### config.mk
export PLATFORM = sky130hd
export DESIGN_NAME = pit_channel
export DESIGN_NICKNAME = d
export VERILOG_FILES = /design/src/rtl/pit_pkg.sv /design/src/rtl/pit_ctrl_decode.sv /design/src/rtl/pit_count_core.sv /design/src/rtl/pit_read_port.sv /design/src/rtl/pit_channel.sv
export SDC_FILE = /design/constraint.sdc
export NUM_CORES = 1
export LEC_CHECK = 0
export BUFFER_PORTS_ARGS = -buffer_cell sky130_fd_sc_hd__buf_4
export CAP_MARGIN = 20
export CORE_MARGIN = 2
export CORE_UTILIZATION = 35
export CTS_BUF_LIST = sky130_fd_sc_hd__clkbuf_16
export DETAILED_ROUTE_END_ITERATION = 8
export HOLD_SLACK_MARGIN = 0.1
export SETUP_SLACK_MARGIN = 0.4
export SLEW_MARGIN = 20
export SYNTH_ARGS = -nofsm -noshare
export SYNTH_HDL_FRONTEND = slang
export SYNTH_SLANG_ARGS = --single-unit
### constraint.sdc
create_clock -name clk -period 2.8 [get_ports clk]
set_input_delay 0.28 -clock clk [delete_from_list [all_inputs] [get_ports clk]]
set_output_delay 0.28 -clock clk [all_outputs]
set_load 0.005 [all_outputs]
### src/rtl/pit_pkg.sv
// Shared definitions for the interval counter channel: control-word
// layout, format and mode codes, byte pointer type.
package pit_pkg;

    // Control-word layout: select[7:6], format[5:4], mode[3:1], bcd[0]
    typedef struct packed {
        logic [1:0] sel;
        logic [1:0] fmt;
        logic [2:0] mode;
        logic       bcd;
    } ctrl_word_t;

    localparam logic [1:0] SEL_READBACK = 2'b11;
    localparam logic [1:0] FMT_LATCH    = 2'b00;
    localparam logic [1:0] FMT_WORD     = 2'b11;

    localparam logic [2:0] MODE_TC      = 3'd0;  // interrupt on terminal count
    localparam logic [2:0] MODE_RATE    = 3'd2;  // rate generator
    localparam logic [2:0] MODE_SQW     = 3'd3;  // square wave

    typedef enum logic {
        PTR_LO = 1'b0,
        PTR_HI = 1'b1
    } byte_ptr_e;

endpackage

### src/rtl/pit_ctrl_decode.sv
// Control-word decoder.
// Purely combinational. Turns a control-address write into a snapshot
// request, a mode update or an error indication for this channel.
// Assumes the caller qualifies ctrl_wr with the write strobe and the
// control address.
module pit_ctrl_decode
    import pit_pkg::*;
#(
    parameter logic [1:0] CHAN_ID = 2'd0
) (
    input  logic       ctrl_wr,
    input  logic [7:0] ctrl_byte,
    output logic       do_latch,
    output logic       do_mode,
    output logic [2:0] mode_val,
    output logic       bad_cmd
);

    ctrl_word_t cw;
    logic       mode_ok;

    assign cw       = ctrl_word_t'(ctrl_byte);
    assign mode_val = cw.mode;

    // Supported modes are 0, 2 and 3 only
    always_comb begin
        mode_ok = (cw.mode == MODE_TC) || (cw.mode == MODE_RATE) || (cw.mode == MODE_SQW);
    end

    // Classify the control word
    always_comb begin
        do_latch = 1'b0;
        do_mode  = 1'b0;
        bad_cmd  = 1'b0;
        if (ctrl_wr) begin
            if (cw.sel == SEL_READBACK) begin
                bad_cmd = 1'b1;
            end else if (cw.sel == CHAN_ID) begin
                if (cw.fmt == FMT_LATCH) begin
                    do_latch = 1'b1;
                end else if ((cw.fmt != FMT_WORD) || !mode_ok || cw.bcd) begin
                    bad_cmd = 1'b1;
                end else begin
                    do_mode = 1'b1;
                end
            end
        end
    end

endmodule

### src/rtl/pit_count_core.sv
// Count core: holds the live count, the period, the mode, the write
// pointer and the output.
// Assumes at most one bus access per cycle. A data write takes
// priority over a tick in the same cycle.
module pit_count_core
    import pit_pkg::*;
#(
    parameter int BUS_W = 8,
    localparam int CNT_W = 2 * BUS_W
) (
    input  logic             clk,
    input  logic             rst_n,
    input  logic             data_wr,
    input  logic [BUS_W-1:0] wdata,
    input  logic             tick,
    input  logic             do_mode,
    input  logic [2:0]       mode_val,
    output logic [CNT_W-1:0] count,
    output logic             out
);

    logic [CNT_W-1:0] period;
    logic [2:0]       mode;
    logic             running;
    byte_ptr_e        wptr;
    logic [CNT_W-1:0] full_val;
    logic             at_term;

    assign full_val = {wdata, count[BUS_W-1:0]};
    assign at_term  = (count == CNT_W'(1));

    // Byte loading, countdown, reload and output
    always_ff @(posedge clk) begin
        if (!rst_n) begin
            count   <= '0;
            period  <= '0;
            running <= 1'b0;
            out     <= 1'b0;
            wptr    <= PTR_LO;
        end else if (data_wr && (wptr == PTR_LO)) begin
            count[BUS_W-1:0] <= wdata;
            running          <= 1'b0;
            out              <= 1'b0;
            wptr             <= PTR_HI;
        end else if (data_wr) begin
            count[CNT_W-1:BUS_W] <= wdata;
            period               <= full_val;
            running              <= (full_val != '0);
            wptr                 <= PTR_LO;
        end else if (running && tick) begin
            if (at_term) begin
                if (mode == MODE_TC) begin
                    count   <= '0;
                    running <= 1'b0;
                    out     <= 1'b1;
                end else begin
                    count <= period;
                end
            end else begin
                count <= count - CNT_W'(1);
            end
        end
    end

    // Mode register, updated by an accepted mode command
    always_ff @(posedge clk) begin
        if (!rst_n) begin
            mode <= MODE_TC;
        end else if (do_mode) begin
            mode <= mode_val;
        end
    end

    AST_LOW_WR_HALTS: assert property (@(posedge clk) disable iff (!rst_n)
        (data_wr && wptr == PTR_LO) |=> (!running && !out));
    AST_ZERO_NO_ARM: assert property (@(posedge clk) disable iff (!rst_n)
        (data_wr && wptr == PTR_HI && full_val == '0) |=> !running);
    AST_IDLE_HOLDS: assert property (@(posedge clk) disable iff (!rst_n)
        (!running && !data_wr) |=> $stable(count));
    AST_TC_EXPIRE: assert property (@(posedge clk) disable iff (!rst_n)
        (running && tick && at_term && !data_wr && mode == MODE_TC) |=> (out && !running && count == '0));
    AST_RELOAD: assert property (@(posedge clk) disable iff (!rst_n)
        (running && tick && at_term && !data_wr && mode != MODE_TC) |=> (count == period && $stable(out) && running));

endmodule

### src/rtl/pit_read_port.sv
// Read side: the snapshot register, its pending flag, the read pointer
// and the byte multiplexer for the read data.
// Assumes a snapshot request and a data read never arrive in the same
// cycle, since the bus carries one access per cycle.
module pit_read_port
    import pit_pkg::*;
#(
    parameter int BUS_W = 8,
    localparam int CNT_W = 2 * BUS_W
) (
    input  logic             clk,
    input  logic             rst_n,
    input  logic             do_latch,
    input  logic             data_rd,
    input  logic [CNT_W-1:0] count,
    output logic [BUS_W-1:0] rdata
);

    logic [CNT_W-1:0] snap;
    logic             held;
    byte_ptr_e        rptr;
    logic [CNT_W-1:0] src;

    // Snapshot capture, release and pointer stepping
    always_ff @(posedge clk) begin
        if (!rst_n) begin
            snap <= '0;
            held <= 1'b0;
            rptr <= PTR_LO;
        end else if (do_latch && !held) begin
            snap <= count;
            held <= 1'b1;
            rptr <= PTR_LO;
        end else if (data_rd) begin
            if (rptr == PTR_LO) begin
                rptr <= PTR_HI;
            end else begin
                rptr <= PTR_LO;
                held <= 1'b0;
            end
        end
    end

    // Pick the byte to present
    always_comb begin
        src   = held ? snap : count;
        rdata = (rptr == PTR_HI) ? src[CNT_W-1:BUS_W] : src[BUS_W-1:0];
    end

    AST_HOLD_IGNORED: assert property (@(posedge clk) disable iff (!rst_n)
        (held && do_latch) |=> ($stable(snap) && $stable(rptr) && held));
    AST_HI_RELEASE: assert property (@(posedge clk) disable iff (!rst_n)
        (held && data_rd && rptr == PTR_HI && !do_latch) |=> !held);
    AST_LATCH_PTR_LO: assert property (@(posedge clk) disable iff (!rst_n)
        (do_latch && !held) |=> (rptr == PTR_LO && held));

endmodule

### src/rtl/pit_channel.sv
// Top level of one interval counter channel.
// Splits bus accesses into control and data traffic, decodes the
// control word, and registers the error flag.
// Assumes bus_wr and bus_rd are never high together. A read of the
// control address has no effect.
module pit_channel
    import pit_pkg::*;
#(
    parameter int         BUS_W   = 8,
    parameter logic [1:0] CHAN_ID = 2'd0,
    localparam int        CNT_W   = 2 * BUS_W
) (
    input  logic             clk,
    input  logic             rst_n,
    input  logic             bus_wr,
    input  logic             bus_rd,
    input  logic             bus_ctrl,
    input  logic [BUS_W-1:0] bus_wdata,
    output logic [BUS_W-1:0] bus_rdata,
    input  logic             cnt_tick,
    output logic             tmr_out,
    output logic             cmd_err
);

    logic             ctrl_wr, data_wr, data_rd;
    logic             do_latch, do_mode, bad_cmd;
    logic [2:0]       mode_val;
    logic [CNT_W-1:0] count;

    assign ctrl_wr = bus_wr && bus_ctrl;
    assign data_wr = bus_wr && !bus_ctrl;
    assign data_rd = bus_rd && !bus_ctrl;

    pit_ctrl_decode #(.CHAN_ID(CHAN_ID)) u_dec (
        .ctrl_wr  (ctrl_wr),
        .ctrl_byte(bus_wdata[7:0]),
        .do_latch (do_latch),
        .do_mode  (do_mode),
        .mode_val (mode_val),
        .bad_cmd  (bad_cmd)
    );

    pit_count_core #(.BUS_W(BUS_W)) u_core (
        .clk     (clk),
        .rst_n   (rst_n),
        .data_wr (data_wr),
        .wdata   (bus_wdata),
        .tick    (cnt_tick),
        .do_mode (do_mode),
        .mode_val(mode_val),
        .count   (count),
        .out     (tmr_out)
    );

    pit_read_port #(.BUS_W(BUS_W)) u_rd (
        .clk     (clk),
        .rst_n   (rst_n),
        .do_latch(do_latch),
        .data_rd (data_rd),
        .count   (count),
        .rdata   (bus_rdata)
    );

    // One-cycle error flag for a rejected control word
    always_ff @(posedge clk) begin
        if (!rst_n) begin
            cmd_err <= 1'b0;
        end else begin
            cmd_err <= bad_cmd;
        end
    end

    AST_READBACK_ERR: assert property (@(posedge clk) disable iff (!rst_n)
        (bus_wr && bus_ctrl && bus_wdata[7:6] == SEL_READBACK) |=> cmd_err);
    AST_ERR_ONE_CYCLE: assert property (@(posedge clk) disable iff (!rst_n)
        (!bus_wr) |=> !cmd_err);

endmodule

Yosys cells after proc, flatten, opt, wreduce, memory -nomap -nowiden
Index checks and enable logic that the tools add are counted.
{ "totals": {"regBits": 57, "latch_bits": 0, "mem_bits_rw": 0, "rom_bits": 0, "wordCells": 87, "mem_count": 0} }
{ "classes": {"add_sub_neg": 1, "multipliers": 0, "div": 0, "magnitude_cmp": 0, "eq_ne": 6, "shifts": 0, "mux": 31, "bitwise_logic": 4, "reduce_logical": 34} }
{ "ops": {"columns": ["cell", "count"], "rows": [
  ["two-way mux 16 bit", 4],
  ["two-way mux 8 bit", 4],
  ["two-way mux 1 bit", 23],
  ["== test 16 x 1 -> 1 bit, second input constant", 1],
  ["nonzero test 16 bit", 1],
  ["subtractor 16 x 1 -> 16 bit, second input constant", 1],
  ["nonzero test 2 bit", 7],
  ["AND reduction 2 bit", 5],
  ["== test 3 x 2 -> 1 bit, second input constant", 2],
  ["logical AND 1 bit", 6],
  ["logical NOT 3 bit", 2],
  ["logical NOT 2 bit", 2],
  ["logical OR 1 bit", 4],
  ["!= test 2 bit, second input constant", 2],
  ["inverter 1 bit", 4],
  ["AND reduction 4 bit", 1],
  ["OR reduction 2 bit", 2],
  ["logical NOT 1 bit", 3],
  ["AND reduction 3 bit", 1],
  ["== test 2 bit, second input constant", 1]
]} }

Logic depth before layout (Yosys ltp)
{ "depth": {"ltp_word": 11, "ltp_mapped": 8, "depth_no_buf": 7} }

Hierarchy
Synthesis repeated with hierarchy kept, for this count alone.
{ "unflattened": {"cells_unflattened": 387, "hier_area_um2": 3238.1} }
{ "by_module_without_submodules": {"columns": ["mod", "n_inst", "cells_per_inst", "area_each_um2"], "rows": [
  ["pit_count_core", 1, 283, 2234.6],
  ["pit_read_port", 1, 87, 883.3],
  ["pit_ctrl_decode", 1, 12, 75.1],
  ["pit_channel", 1, 5, 45.0]
]} }

Least setup slack after synthesis
Ideal clock, no wire load.
{ "synth_timing": {"kind": "register to register", "from": "reg u_core.count[0]", "to": "reg u_core.count[4]", "setup_time_ns": 0.134, "t_arrival_ns": 2.003, "path_slack_ns": 0.663, "path_stages_with_launch": 8, "n_path_buf": 1, "synth_period_minus_slack_ns": 2.137, "path_cell_list": "dfxtp_1 ha_1 or4b_2 nor4_4 buf_6 nor2_1 a31oi_1 o22ai_1"} }
{ "synth_via": {"elab_chain_cells": 5} }
{ "synth_rtl": {"columns": ["element", "line_no", "text"], "rows": [
  ["start, declared", "pit_count_core.sv:18", "output logic [CNT_W-1:0] count,"],
  ["start signal, assigned by index", "pit_count_core.sv:41", "count[BUS_W-1:0] <= wdata;"],
  ["start signal, assigned by index", "pit_count_core.sv:46", "count[CNT_W-1:BUS_W] <= wdata;"],
  ["start signal, assigned", "pit_count_core.sv:57", "count <= period;"],
  ["subtractor 16 x 1 -> 16 bit / == test 16 x 1 -> 1 bit (equally long branches)", "pit_count_core.sv:60, pit_count_core.sv:30", null],
  ["two-way mux 16 bit *", "pit_count_core.sv:51", "if (at_term) begin"],
  ["two-way mux 16 bit *", "pit_count_core.sv:50", "end else if (running && tick) begin"],
  ["two-way mux 8 bit *", "pit_count_core.sv:45", "end else if (data_wr) begin"],
  ["two-way mux 8 bit *", "pit_count_core.sv:40", "end else if (data_wr && (wptr == PTR_LO)) begin"]
]} }
Every way passes the cells marked *; elsewhere a longest branch is shown, timed or not. The select of a mux whose other input is x is not followed.
A chain may end at the register's enable or synchronous reset.

Worst setup path in the final report
{ "layout_timing": {"from": "reg u_core.count[1]", "to": "reg u_core.count[3]"} }
Same word-level chain as after synthesis.

==> results.py <==
metrics = {
    "synthesis": {
        "postSynth.topFlopCell": "dfxtp_1",
        "postSynth.asyncResetShare_pct": 0,
        "ys_seq_elements": 57,
        "post_synth_xor_area_fraction_pct": 2.400,
        "post_synth_edffs": 0,
        "netlist_instances": 355,
        "synth_fp_nets": 372,
        "dominant_combinational_cell_family_by_area_after_synthesis": "simple AND/OR/NAND/NOR gates",
        "synth_adder_area_share_pct": 1.286,
        "yosys_warnings": 0,
        "syn_avg_cell_area_sq_um": 8.223,
        "synth_compound_area_share_pct": 20.06,
        "synth_sequential_area_ratio_pct": 39.09,
        "synth_cell_type_count": 52,
        "synth_mux_area_share_pct": 7.715,
        "synthSimpleGateAreaFrac_pct": 23.87,
        "synth.cell_area_sq_um": 2919,
    },
    "pwr": {
        "powerDensity_nw_per_um2": 602.5,
        "power.sequential.fraction_pct": 41.7,
        "switching_part_of_the_total_power_pct": 26.20,
        "clock_power_share_pct": 44.2,
        "internal-power_mw": 1.533,
        "vdd_ir_drop_max_mv": 0.3383,
        "power.combinational.fraction_pct": 14.0,
        "power.leakage_nw": 1.251,
        "design_power_total_mw": 2.077,
        "power_spent_charging_and_discharging_nets_mw": 0.5444,
    },
    "clocking": {
        "worstSkewPairLatency_ns": 0.32,
        "clockBufferDepth": 2,
        "clk_root_buffer_cell": "clkbuf_16",
        "cts_tree": "built",
        "cts-buffers-inserted": 9,
        "cts_sinks": 57,
        "cts_max_level": 3,
        "cts.clk_slew.worst_paths_ns": 0.05,
    },
    "place": {
        "detailed_placement_hpwl_um": 5612,
        "port_buffers": 23,
        "placed_cells_incl_taps": 463,
        "gp_congestion": 0.8801,
        "dp_slack_ns": 0.4271,
        "placement.cell_area_sq_um": 3154,
    },
    "sta": {
        "fin_max_slew_vios": 0,
        "fin_skew_ns": 0.005374,
        "final_period_minus_worst_setup_slack_ns": 2.152,
        "timing.fmax_mhz": 464.6,
        "timing_worst_slew_pin_value_ns": 0.8279,
        "finalHoldViolCount": 0,
        "worst_slew_margin_rel_pct": 43.23,
        "fin_hold_ws_ns": 0.2345,
        "rsz0062_at_grt": "no",
        "post-route-period-util_pct": 76.87,
        "sum_of_negative_setup_slack_ns": 0,
        "number_of_setup_violations_in_the_final_report": 0,
        "setup_ws_ns": 0.6477,
    },
    "grt": {
        "grt_overflow": 0,
        "grt_start_max_net_pins": 46,
        "grtUsageTotal_pct": 19.29,
        "grt_antenna_before_repair": 0,
        "grt_first_pass_wirelength_um": 13080,
        "grt_pass1_vias": 2431,
    },
    "finish": {
        "multi_input_area_sq_um": 1625,
        "layout.nets": 390,
        "utilization_after_layout_pct": 42.39,
        "num_antenna_cells": 0,
        "nFillCells": 829,
        "fin_cells": 481,
        "area.sequential_sq_um": 1144,
        "design_area_sq_um": 3448,
        "area.growth.synth_to_final_pct": 18.13,
        "post_route_cells_drive_above_1_share_pct": 17.82,
    },
    "route": {
        "post_drt_antenna_nets": 0,
        "dr_wl_met3_um": 600,
        "drt_pre_antenna_iters": 5,
        "wl_met2_um": 3878,
        "remaining_drc_errors": 0,
        "drt_wl_total_um": 8277,
        "detail_route.wl_per_cell_um": 17.21,
        "via_count": 2717,
        "met1_length_um": 3743,
        "dr.first_iter.drc_count": 161,
        "vias_per_cell": 5.649,
        "top_layer": "met4",
    },
    "floorplan": {
        "floorplan.die.width_um": 95.33,
        "core-area_sq_um": 8134,
        "floorplan.rows": 33,
        "boundaryPins": 24,
        "die_span_in_y_um": 95.33,
        "full_die_area_sq_um": 9087,
        "floorplan.initialDensity_pct": 35.89,
    },
    "worst_setup_path": {
        "cp_data_arrival_time_ns": 2.33,
        "critical_path.max_fanout": 8,
        "worst-setup-path-type": "register to register",
        "worstSetupEndpointType": "register",
        "cp_data_required_time_ns": 2.98,
        "timing.critical_path.from_type": "register",
    },
    "run": {
        "maxCapViolCount": 0,
    },
    "run_status": {
        "outcome": "finished, final reports clean",
    },
    "min_path": {
        "hold_path.class": "primary input to register",
    },
}
[worst max-delay path, cell delays in order (launching register included)]
cell and delay [ns]:
dfxtp_2 0.35, inv_1 0.11, ha_1 0.16, or4b_4 0.48, nor4_4 0.34, buf_6 0.18
a21oi_1 0.05, a311oi_2 0.27, nor3_2 0.06
[cells in the mapped netlist (all sizes together), types with 2 or more instances]
master / instances / share of area (%)
o221ai: 10 / 3.0
clkbuf: 22 / 2.8
o31ai: 5 / 1.3
buf: 8 / 2.1
o21ai: 2 / 0.34
nor3b: 2 / 0.69
or3: 5 / 1.1
ha: 3 / 1.3
o22ai: 3 / 0.64
a21oi: 48 / 8.2
a31oi: 15 / 3.2
inv: 5 / 0.64
nand2: 82 / 11
nor3: 13 / 2.4
nor2: 13 / 1.7
nand2b: 2 / 0.43
or4: 4 / 1.3
and3: 2 / 0.43
nand3: 6 / 1.0
nand4: 2 / 0.43
a211oi: 2 / 0.51
mux4: 8 / 6.3
nor2b: 2 / 0.43
dfxtp: 57 / 39
nor4: 7 / 2.0
mux2i: 3 / 1.0
xnor2: 7 / 2.1
a22oi: 3 / 0.77
[state kept, by name, indices dropped and copies added (netlist names)]
register / cells
cmd_err: 1
u_core.count: 16
u_core.mode: 3
u_core.out: 1
u_core.period: 16
u_core.running: 1
u_core.wptr: 1
u_rd.held: 1
u_rd.rptr: 1
u_rd.snap: 16
[path summary, 6_finish.rpt]
check,endpoint,cells after the start,slack [ns],from
max,u_core.count[3]$_SDFFE_PN0P_,8,0.65,u_core.count[1]$_SDFFE_PN0P_
min,u_core.period[11]$_SDFFE_PN0P_,3,0.23,bus_wdata[3]
min reg2reg,u_rd.snap[13]$_SDFFE_PN0P_,2,0.45,u_rd.snap[13]$_SDFFE_PN0P_
max reg2reg,u_core.count[3]$_SDFFE_PN0P_,8,0.65,u_core.count[1]$_SDFFE_PN0P_
[logic make-up after synthesis]
family,after synthesis
xor+xnor,8
compound gates,95
simple gates,145
mux,12
flops,57
buf+inv,35
fa+ha+maj,3
[cells in the final DEF (no fill, tap or decap), drive strengths merged, types with 6 or more instances in the layout]
cell type	netlist	routed
a21oi	48	48
a31oi	15	15
buf	8	37
clkbuf	22	9
dfxtp	57	57
inv	5	8
mux4	8	8
nand2	82	82
nand3	6	6
nor2	13	13
nor3	13	13
nor4	7	7
o221ai	10	10
xnor2	7	7
[routing by layer]
metal | vias up | track usage [%]
met5 | - | 0
met4 | 0 | 6.643
met3 | 5 | 5.059
met2 | 101 | 28.93
met1 | 1286 | 26.78
li1 | 1325 | -
[layout make-up]
class	instances	area share, %
multi-input cells	263	47.13
flip-flops and latches	57	33.16
repair buffers	37	8.273
clock buffers	9	6.531
well taps	105	3.810
clock inverters	5	0.5443
inverters	5	0.5443
[repair_timing]
action	in CTS	in global routing
hold buffers	0	0
gates resized for setup	0	6
setup endpoints to repair	0	4
setup buffers	0	4
[power by group through the flow]
stage | Sequential (mW) | Combinational (mW) | Clock, mW
floorplan | 0.857 | 0.216 | 0
global placement | 0.881 | 0.280 | 0
detailed placement | 0.882 | 0.282 | 0
CTS | 0.866 | 0.284 | 0.937
global route | 0.871 | 0.319 | 0.972
finish | 0.867 | 0.291 | 0.919
No activity file was read; power rests on OpenSTA's default activity.
